===== src/rtl/scb_pkg.sv =====
package scb_pkg;
   localparam int unsigned SCB_DATA_W = 20;
   localparam int unsigned SCB_ADDR_W = 4;
   localparam int unsigned SCB_NREGS  = 5;
   localparam int unsigned SCB_NEN    = 3;

   // index = register address
   localparam logic [SCB_NREGS-1:0][SCB_DATA_W-1:0] SCB_RST = '{
      20'h00000,   // 4 test
      20'h00101,   // 3 operating control
      20'h00A05,   // 2 configuration
      20'h00064,   // 1 reference divider
      20'h01F40    // 0 main divider
   };

   localparam logic [SCB_NREGS-1:0][SCB_DATA_W-1:0] SCB_MASK = '{
      20'h0000F,
      20'h003FF,
      20'h00FFF,
      20'h07FFF,
      20'h3FFFF
   };
endpackage


===== src/rtl/scb_sync.sv =====
module scb_sync #(
   parameter int unsigned         WIDTH   = 1,
   parameter int unsigned         STAGES  = 2,
   parameter logic [WIDTH-1:0]    RST_VAL = '0
) (
   input  logic             clk,
   input  logic             rst_n,
   input  logic [WIDTH-1:0] d_i,
   output logic [WIDTH-1:0] q_o
);
   generate
      if (STAGES < 2) begin : g_bad
         $error("scb_sync: STAGES must be at least 2");
      end
   endgenerate

   logic [STAGES-1:0][WIDTH-1:0] chain_q;

   always_ff @(posedge clk or negedge rst_n) begin
      if (!rst_n) begin
         chain_q <= {STAGES{RST_VAL}};
      end else begin
         chain_q <= {chain_q[STAGES-2:0], d_i};
      end
   end

   assign q_o = chain_q[STAGES-1];
endmodule


===== src/rtl/scb_shifter.sv =====
module scb_shifter #(
   parameter int unsigned DATA_W = 20,
   parameter int unsigned ADDR_W = 4
) (
   input  logic              clk,
   input  logic              rst_n,
   input  logic              sel_n_s,
   input  logic              sck_s,
   input  logic              sdat_s,
   output logic              commit_o,
   output logic [ADDR_W-1:0] addr_o,
   output logic [DATA_W-1:0] data_o
);
   localparam int unsigned FRAME_W = DATA_W + ADDR_W;
   localparam int unsigned CNT_MAX = FRAME_W + 1;
   localparam int unsigned CNT_W   = $clog2(CNT_MAX + 1);

   logic               sel_n_d, sck_d;
   logic [FRAME_W-1:0] shreg_q;
   logic [CNT_W-1:0]   cnt_q;
   logic               sck_rise, sel_rise;

   assign sck_rise = sck_s & ~sck_d;
   assign sel_rise = sel_n_s & ~sel_n_d;

   always_ff @(posedge clk or negedge rst_n) begin
      if (!rst_n) begin
         sel_n_d <= 1'b1;
         sck_d   <= 1'b0;
      end else begin
         sel_n_d <= sel_n_s;
         sck_d   <= sck_s;
      end
   end

   always_ff @(posedge clk or negedge rst_n) begin
      if (!rst_n) begin
         shreg_q <= '0;
         cnt_q   <= '0;
      end else if (sel_n_d) begin
         cnt_q   <= '0;
      end else if (sck_rise && !sel_n_s) begin
         shreg_q <= {shreg_q[FRAME_W-2:0], sdat_s};
         if (cnt_q != CNT_W'(CNT_MAX)) begin
            cnt_q <= cnt_q + 1'b1;
         end
      end
   end

   always_ff @(posedge clk or negedge rst_n) begin
      if (!rst_n) begin
         commit_o <= 1'b0;
         addr_o   <= '0;
         data_o   <= '0;
      end else begin
         commit_o <= sel_rise && (cnt_q == CNT_W'(FRAME_W));
         if (sel_rise) begin
            addr_o <= shreg_q[ADDR_W-1:0];
            data_o <= shreg_q[FRAME_W-1:ADDR_W];
         end
      end
   end

   AST_CNT_BOUND: assert property (@(posedge clk) disable iff (!rst_n)
      cnt_q <= CNT_W'(CNT_MAX)) else $error("bit counter overran");
   AST_COMMIT_IDLE: assert property (@(posedge clk) disable iff (!rst_n)
      commit_o |-> sel_n_d) else $error("write while frame open");
   AST_COMMIT_PULSE: assert property (@(posedge clk) disable iff (!rst_n)
      commit_o |=> !commit_o) else $error("write pulse too long");
endmodule


===== src/rtl/scb_regfile.sv =====
module scb_regfile #(
   parameter int unsigned DATA_W = 20,
   parameter int unsigned ADDR_W = 4,
   parameter int unsigned NREGS  = 5,
   parameter logic [NREGS-1:0][DATA_W-1:0] RST_VALS = '0,
   parameter logic [NREGS-1:0][DATA_W-1:0] MASKS    = '1
) (
   input  logic                         clk,
   input  logic                         rst_n,
   input  logic                         commit_i,
   input  logic [ADDR_W-1:0]            addr_i,
   input  logic [DATA_W-1:0]            data_i,
   output logic [NREGS-1:0][DATA_W-1:0] regs_o
);
   logic [NREGS-1:0] wr_sel;

   generate
      if (NREGS > (1 << ADDR_W)) begin : g_bad
         $error("scb_regfile: NREGS exceeds address space");
      end
      for (genvar g = 0; g < NREGS; g++) begin : g_reg
         assign wr_sel[g] = commit_i && (addr_i == ADDR_W'(g));
         always_ff @(posedge clk or negedge rst_n) begin
            if (!rst_n) begin
               regs_o[g] <= RST_VALS[g] & MASKS[g];
            end else if (wr_sel[g]) begin
               regs_o[g] <= data_i & MASKS[g];
            end
         end
         AST_UNUSED_ZERO: assert property (@(posedge clk) disable iff (!rst_n)
            (regs_o[g] & ~MASKS[g]) == '0) else $error("unused bits set");
      end
   endgenerate

   AST_ONE_TARGET: assert property (@(posedge clk) disable iff (!rst_n)
      $onehot0(wr_sel)) else $error("several registers selected");
   AST_HOLD: assert property (@(posedge clk) disable iff (!rst_n)
      !commit_i |=> $stable(regs_o)) else $error("register moved without write");
endmodule


===== src/rtl/scb_enables.sv =====
module scb_enables #(
   parameter int unsigned NEN = 3
) (
   input  logic           pwr_on_s,
   input  logic           tx_gate_s,
   output logic [NEN-1:0] en_keep_o,
   output logic [NEN-1:0] en_tx_o
);
   assign en_keep_o = {NEN{pwr_on_s}};
   assign en_tx_o   = {NEN{pwr_on_s & tx_gate_s}};
endmodule


===== src/rtl/serial_cfg_bank.sv =====
module serial_cfg_bank
   import scb_pkg::*;
#(
   parameter int unsigned DATA_W      = SCB_DATA_W,
   parameter int unsigned ADDR_W      = SCB_ADDR_W,
   parameter int unsigned NREGS       = SCB_NREGS,
   parameter int unsigned SYNC_STAGES = 2
) (
   input  logic              clk,
   input  logic              rst_n,
   input  logic              sel_n_i,
   input  logic              sck_i,
   input  logic              sdat_i,
   input  logic              pwr_on_i,
   input  logic              tx_gate_i,
   output logic [DATA_W-1:0] div_main_o,
   output logic [DATA_W-1:0] div_ref_o,
   output logic [DATA_W-1:0] cfg_word_o,
   output logic [DATA_W-1:0] op_ctl_o,
   output logic [DATA_W-1:0] test_word_o,
   output logic [2:0]        en_keep_o,
   output logic [2:0]        en_tx_o
);
   generate
      if (DATA_W != SCB_DATA_W || NREGS != SCB_NREGS) begin : g_bad
         $error("serial_cfg_bank: width or count disagrees with reset tables");
      end
   endgenerate

   logic [4:0] raw_in, sync_out;
   logic       commit;
   logic [ADDR_W-1:0] addr;
   logic [DATA_W-1:0] data;
   logic [NREGS-1:0][DATA_W-1:0] regs;

   assign raw_in = {tx_gate_i, pwr_on_i, sdat_i, sck_i, sel_n_i};

   scb_sync #(.WIDTH(5), .STAGES(SYNC_STAGES), .RST_VAL(5'b00001)) u_sync (
      .clk(clk), .rst_n(rst_n), .d_i(raw_in), .q_o(sync_out)
   );

   scb_shifter #(.DATA_W(DATA_W), .ADDR_W(ADDR_W)) u_shift (
      .clk(clk), .rst_n(rst_n),
      .sel_n_s(sync_out[0]), .sck_s(sync_out[1]), .sdat_s(sync_out[2]),
      .commit_o(commit), .addr_o(addr), .data_o(data)
   );

   scb_regfile #(
      .DATA_W(DATA_W), .ADDR_W(ADDR_W), .NREGS(NREGS),
      .RST_VALS(SCB_RST), .MASKS(SCB_MASK)
   ) u_regs (
      .clk(clk), .rst_n(rst_n), .commit_i(commit),
      .addr_i(addr), .data_i(data), .regs_o(regs)
   );

   scb_enables #(.NEN(3)) u_en (
      .pwr_on_s(sync_out[3]), .tx_gate_s(sync_out[4]),
      .en_keep_o(en_keep_o), .en_tx_o(en_tx_o)
   );

   assign div_main_o  = regs[0];
   assign div_ref_o   = regs[1];
   assign cfg_word_o  = regs[2];
   assign op_ctl_o    = regs[3];
   assign test_word_o = regs[4];

   AST_TX_NEEDS_KEEP: assert property (@(posedge clk) disable iff (!rst_n)
      (en_tx_o != 3'b000) |-> (en_keep_o == 3'b111)) else $error("tx on, core off");
   AST_EN_GROUPS: assert property (@(posedge clk) disable iff (!rst_n)
      $onehot0({en_keep_o == 3'b000, en_keep_o == 3'b111}) &&
      (en_keep_o == 3'b000 || en_keep_o == 3'b111)) else $error("split group");
endmodule


===== config.mk =====
export PLATFORM = sky130hd
export DESIGN_NAME = serial_cfg_bank
export DESIGN_NICKNAME = d
export VERILOG_FILES = /design/src/rtl/scb_pkg.sv /design/src/rtl/scb_sync.sv /design/src/rtl/scb_shifter.sv /design/src/rtl/scb_regfile.sv /design/src/rtl/scb_enables.sv /design/src/rtl/serial_cfg_bank.sv
export SDC_FILE = /design/constraint.sdc
export NUM_CORES = 1
export LEC_CHECK = 0
export ABC_CLOCK_PERIOD_IN_PS = 2100
export BUFFER_PORTS_ARGS = -buffer_cell sky130_fd_sc_hd__buf_2
export CELL_PAD_IN_SITES_DETAIL_PLACEMENT = 1
export CELL_PAD_IN_SITES_GLOBAL_PLACEMENT = 1
export CORE_MARGIN = 1.5
export CORE_UTILIZATION = 44
export CTS_BUF_LIST = sky130_fd_sc_hd__clkbuf_16
export DETAILED_ROUTE_END_ITERATION = 10
export PLACE_DENSITY = 0.86
export SLEW_MARGIN = 0
export SYNTH_ARGS = -nofsm -noshare
export SYNTH_HDL_FRONTEND = slang
export SYNTH_SLANG_ARGS = --single-unit

===== constraint.sdc =====
create_clock -name clk -period 2.1 [get_ports clk]
set_clock_uncertainty 0.15 [all_clocks]
set_input_delay 0.21 -clock clk [delete_from_list [all_inputs] [get_ports clk]]
set_output_delay 0.21 -clock clk [all_outputs]
set_load 0.02 [all_outputs]

==> Word-level counts from Yosys, hierarchy flattened <==
Index checks and enable logic that the tools add are counted.
{ "totals": {"ff_bits": 121, "inputBits": 7, "output_inout_bits": 106} }
{ "classes": {"n_bitwise": 5, "n_eq_ne": 6, "add_sub_neg": 1, "reduce_logical": 13, "muxes": 3} }
{ "op_table": {"columns": ["op", "n"], "rows": [
  ["two-way mux 5 bit", 3],
  ["== test 4 x 2 -> 1 bit, second input constant", 2],
  ["logical AND 1 bit", 7],
  ["adder 5 x 1 -> 5 bit, second input constant", 1],
  ["== test 5 bit, second input constant", 1],
  ["!= test 5 bit, second input constant", 1],
  ["== test 4 x 1 -> 1 bit, second input constant", 1],
  ["== test 4 x 3 -> 1 bit, second input constant", 1],
  ["logical NOT 4 bit", 1],
  ["AND reduction 2 bit", 2],
  ["nonzero test 2 bit", 2],
  ["bitwise AND 1 bit", 3],
  ["inverter 1 bit", 2],
  ["logical NOT 1 bit", 1]
]} }

==> Depth between registers and ports, before layout <==
{ "logic_depth": {"depth_word": 5, "mapped_depth": 5, "depth_no_buf": 5} }

==> Hierarchy <==
Synthesis repeated with hierarchy kept, for this count alone.
{ "unflattened": {"cells_unflattened": 333, "area_unflattened_um2": 5230.0} }
{ "modules_own_cells": {"columns": ["mod", "cells_per_inst", "n_inst", "area_per_inst_um2"], "rows": [
  ["scb_regfile", 171, 1, 2585.0],
  ["scb_shifter", 141, 1, 2311.0],
  ["scb_sync", 15, 1, 290.3],
  ["scb_enables", 6, 1, 43.8]
]} }

==> Worst setup path after synthesis <==
Ideal clock, no wire load.
{ "synth_path": {"kind": "flip-flop to flip-flop", "start": "reg u_shift.sel_n_d", "end": "reg u_shift.addr_o[2]", "arrival_ns": 1.487, "path_slack_ns": 0.338, "required_time_ns": 1.825, "period_less_slack_ns": 1.762, "stages_incl_launch_ff": 6, "path_buffers": 3, "path_cell_list": "dfstp_2 -> buf_2 -> nand2b_1 -> clkbuf_1 -> buf_4 -> mux2_2"} }
{ "synth_between": {"elab_chain_cells": 2} }
{ "synth_rtl": {"columns": ["element", "line_no", "rtl"], "rows": [
  ["start, declared", "scb_shifter.sv:18", "logic sel_n_d, sck_d;"],
  ["start signal, assigned", "scb_shifter.sv:31", "sel_n_d <= sel_n_s;"],
  ["inverter 1 bit", "scb_shifter.sv:24", "assign sel_rise = sel_n_s & ~sel_n_d;"],
  ["bitwise AND 1 bit", "scb_shifter.sv:24", null],
  ["end signal, assigned", "scb_shifter.sv:58", "addr_o <= shreg_q[ADDR_W-1:0];"],
  ["end, declared", "scb_shifter.sv:11", "output logic [ADDR_W-1:0] addr_o,"]
]} }
Every way passes these cells.
A chain may end at the register's enable or synchronous reset.

==> Worst setup path after layout <==
{ "layout_path": {"start": "reg u_shift.sck_d", "end": "reg u_shift.shreg_q[1]"} }
{ "layout_between": {"elab_chain_cells": 4} }
{ "layout_rtl": {"columns": ["element", "line_no", "rtl"], "rows": [
  ["start, declared", "scb_shifter.sv:18", null],
  ["start signal, assigned", "scb_shifter.sv:32", "sck_d <= sck_s;"],
  ["inverter 1 bit", "scb_shifter.sv:23", "assign sck_rise = sck_s & ~sck_d;"],
  ["bitwise AND 1 bit", "scb_shifter.sv:23", null],
  ["logical AND 1 bit", "scb_shifter.sv:42", "end else if (sck_rise && !sel_n_s) begin"],
  ["AND reduction 2 bit (no source line)", null, null],
  ["end signal, assigned", "scb_shifter.sv:43", "shreg_q <= {shreg_q[FRAME_W-2:0], sdat_s};"],
  ["end, declared", "scb_shifter.sv:19", "logic [FRAME_W-1:0] shreg_q;"]
]} }
Every way passes these cells.

==> metrics.txt <==
status complete, no violations; register clock-pin slew on the reported worst setup and hold paths 50 ps; r2r setup slk 170 ps; post-detail-place hpwl 6290 µm; vias per cell 4.77; r2r startpoint u_shift.sck_d$_DFF_PN0_; TritonCTS Buffers 17; Max Freq 0.518 GHz; number of global-route vias before repair 2957; post-synthesis cell count 320; critical path endpoint category flip-flop; initial antenna violation count 0; Crit Path Category flip-flop to flip-flop; commonest non-fill, non-tap cell in the layout dfrtp_1; largest area contributor in the netlist dfrtp_1; total track usage 18.2%; first-pass GRT wire length 15800 µm; XOR/XNOR Fraction of Synth Area 0%; Pwr Density 918 mW/mm²; area delta synth->final 18.2%; crit start category flip-flop; CTS tree done; final-report hold violation count 0; multiplexer area fraction after synthesis 25.1%; Mapped Area 0.00507 mm²; Inserted Diodes 0; num rows 39; final std cells w/o fill 564; Post-Synth Adder-Cell Area 0.741%; crit path time final 1930 ps; DR DRC count 0; Initial Util 44.8%; 1st-iter DRT viols 93; share of cells above drive strength 1 54.9%; largest net degree at the start of global routing 48; Post-CTS Setup Bufs 0; Avg WL per Cell 17.6 µm; Synthesis Warnings 0; vias 2688; post-route ant nets 0; top cell type's share of synthesized area 50.9%; GP Congestion 0.733; crit share post-route 91.8%; Avg Inst Size Synth 15.8 µm²; Crit Path Max Fanout 8; max-slew violations 0; worst skew pair latency 410 ps; nets 418; relative slew slack 63.7%; worst slew pin tran 544 ps; Static Leak 3.21 nW; Post-Synth Simple-Gate Area 4.30%; worst reg2reg endpoint u_shift.shreg_q[1]$_DFFE_PN0P_; largest family of logic cells by synthesized area multiplexers; sequential area share after synthesis 60.2%; HP Class primary input to asynchronous set/reset pin; dominant synthesized flop cell dfrtp_1; RSZ-0062 raised after global routing no; IO Pins 113; ys async rst share 100%; CTS resizes 0; CORE AREA 0.0113 mm²; Critical Path RT 2220 ps; CP arrival 2050 ps; Initial DRT Pass Iterations 4; Netlist cell types 32; most frequent cells in the layout 103 x dfrtp_1, 72 x mux2_2, 70 x buf_2; H-tree level count 4; Die ar. 0.0122 mm²; Compound-Gate Fraction of Synth Area 0.790%; maximum clock path buffer count 2; final WL 9900 µm; Max-cap violations 0; Die Ht 110 µm; Final TNS setup 0 ps; final setup fails 0; #FFs+latches synth 121; Util after Layout 52.9%; Port Buffers 71; Num Clock Sinks 121; dpl cells 526; maximum VDD drop 0.711 mV; global route overflow 0; ranking of synthesized cells by area dfrtp_1 51%, mux2_2 16%, dfstp_2 9.3%; root buffer cell clkbuf_16; EDFF count, synth 0; FF-to-FF path depth 4; Die X 110 µm
[final cells by class]
type / instances / area [µm²]
well taps: 143 / 179
clock buffers: 17 / 425
repair buffers: 84 / 483
multi-input cells: 181 / 1720
inverters: 3 / 11.3
fillers: 1116 / 5330
clock inverters: 15 / 118
flip-flops and latches: 121 / 3050
[registers in the layout, summed over array words and instances, names as in the netlist, 4 cells and up]
register,count
u_regs.regs_o,59
u_shift.data_o,18
u_shift.shreg_q,22
u_sync.q_o,5
u_sync.chain_q,5
u_shift.addr_o,4
u_shift.cnt_q,5
[what timing repair did]
| action | in CTS | in global routing |
|---|---|---|
| endpoints found under the hold margin | 39 | 0 |
| endpoints found under the setup margin | 0 | 0 |
| hold buffers | 6 | 0 |
[how the worst max path moves through the flow]
| stage | startpoint | end | slack (ps) | cells past startpoint |
|---|---|---|---|---|
| finish | u_shift.sck_d$_DFF_PN0_ | u_shift.shreg_q[1]$_DFFE_PN0P_ | 170 | 4 |
| global route | u_shift.sck_d$_DFF_PN0_ | u_shift.shreg_q[2]$_DFFE_PN0P_ | 90 | 4 |
| CTS | u_shift.sck_d$_DFF_PN0_ | u_shift.shreg_q[14]$_DFFE_PN0P_ | 150 | 4 |
| detailed placement | u_shift.sck_d$_DFF_PN0_ | u_shift.shreg_q[14]$_DFFE_PN0P_ | 210 | 4 |
| global placement | u_shift.sck_d$_DFF_PN0_ | u_shift.shreg_q[15]$_DFFE_PN0P_ | 270 | 4 |
| floorplan | u_shift.sel_n_d$_DFF_PN1_ | u_shift.addr_o[2]$_DFFE_PN0P_ | 340 | 5 |
[cell usage after synthesis, types with 3 or more instances]
cell      count
buf_4        48
buf_6         4
dfrtp_1     103
dfstp_2      18
ha_1          3
inv_1         3
mux2_2       72
mux2_4       30
nand3_1       4
nand4b_1      3
nor2_1        4
o21ai_0       3
[layer usage]
metal | global-route usage (%) | wire length [µm] | vias up
li1 | - | - | 1205
met1 | 21.1 | 4000 | 1395
met2 | 31.2 | 5340 | 74
met3 | 4.47 | 397 | 14
met4 | 9.07 | 165 | 0
met5 | 0 | 0 | -
[power breakdown]
group | leakage, nW | internal [W] | total (W) | switching [W]
clock | 0.282 | 0.00170 | 0.00268 | 0.000981
sequential | 1.59 | 0.00243 | 0.00253 | 0.000104
combinational | 1.34 | 0.000111 | 0.000286 | 0.000176
total | 3.21 | 0.00424 | 0.00550 | 0.00126
[stage by stage]
stage	setup slack (ps)	hold slack [ps]	total power, W	cell area (µm²)
3_3_place_gp	272	75.7	0.00282	5390
4_1_cts	153	196	0.00556	5990
5_1_grt	86.6	214	0.00570	5990
6_report	171	194	0.00550	5990
2_1_floorplan	338	-236	0.00279	5220
3_5_place_dp	206	89.1	0.00284	5390
[critical path, stage by stage (launching register included)]
cell and delay (ps):
dfrtp_1 400, or3b_4 450, nor2_4 220, buf_4 220, mux2_1 350
[kinds of logic (layout without fill, tap and decap cells)]
kind of cell    Yosys count  after routing
simple gates             27             27
buf+inv                  58            119
mux                     103            103
other cells               1             41
fa+ha+maj                 3              3
compound gates            7              7
flops                   121            121
(Power assumes the default switching activity.)
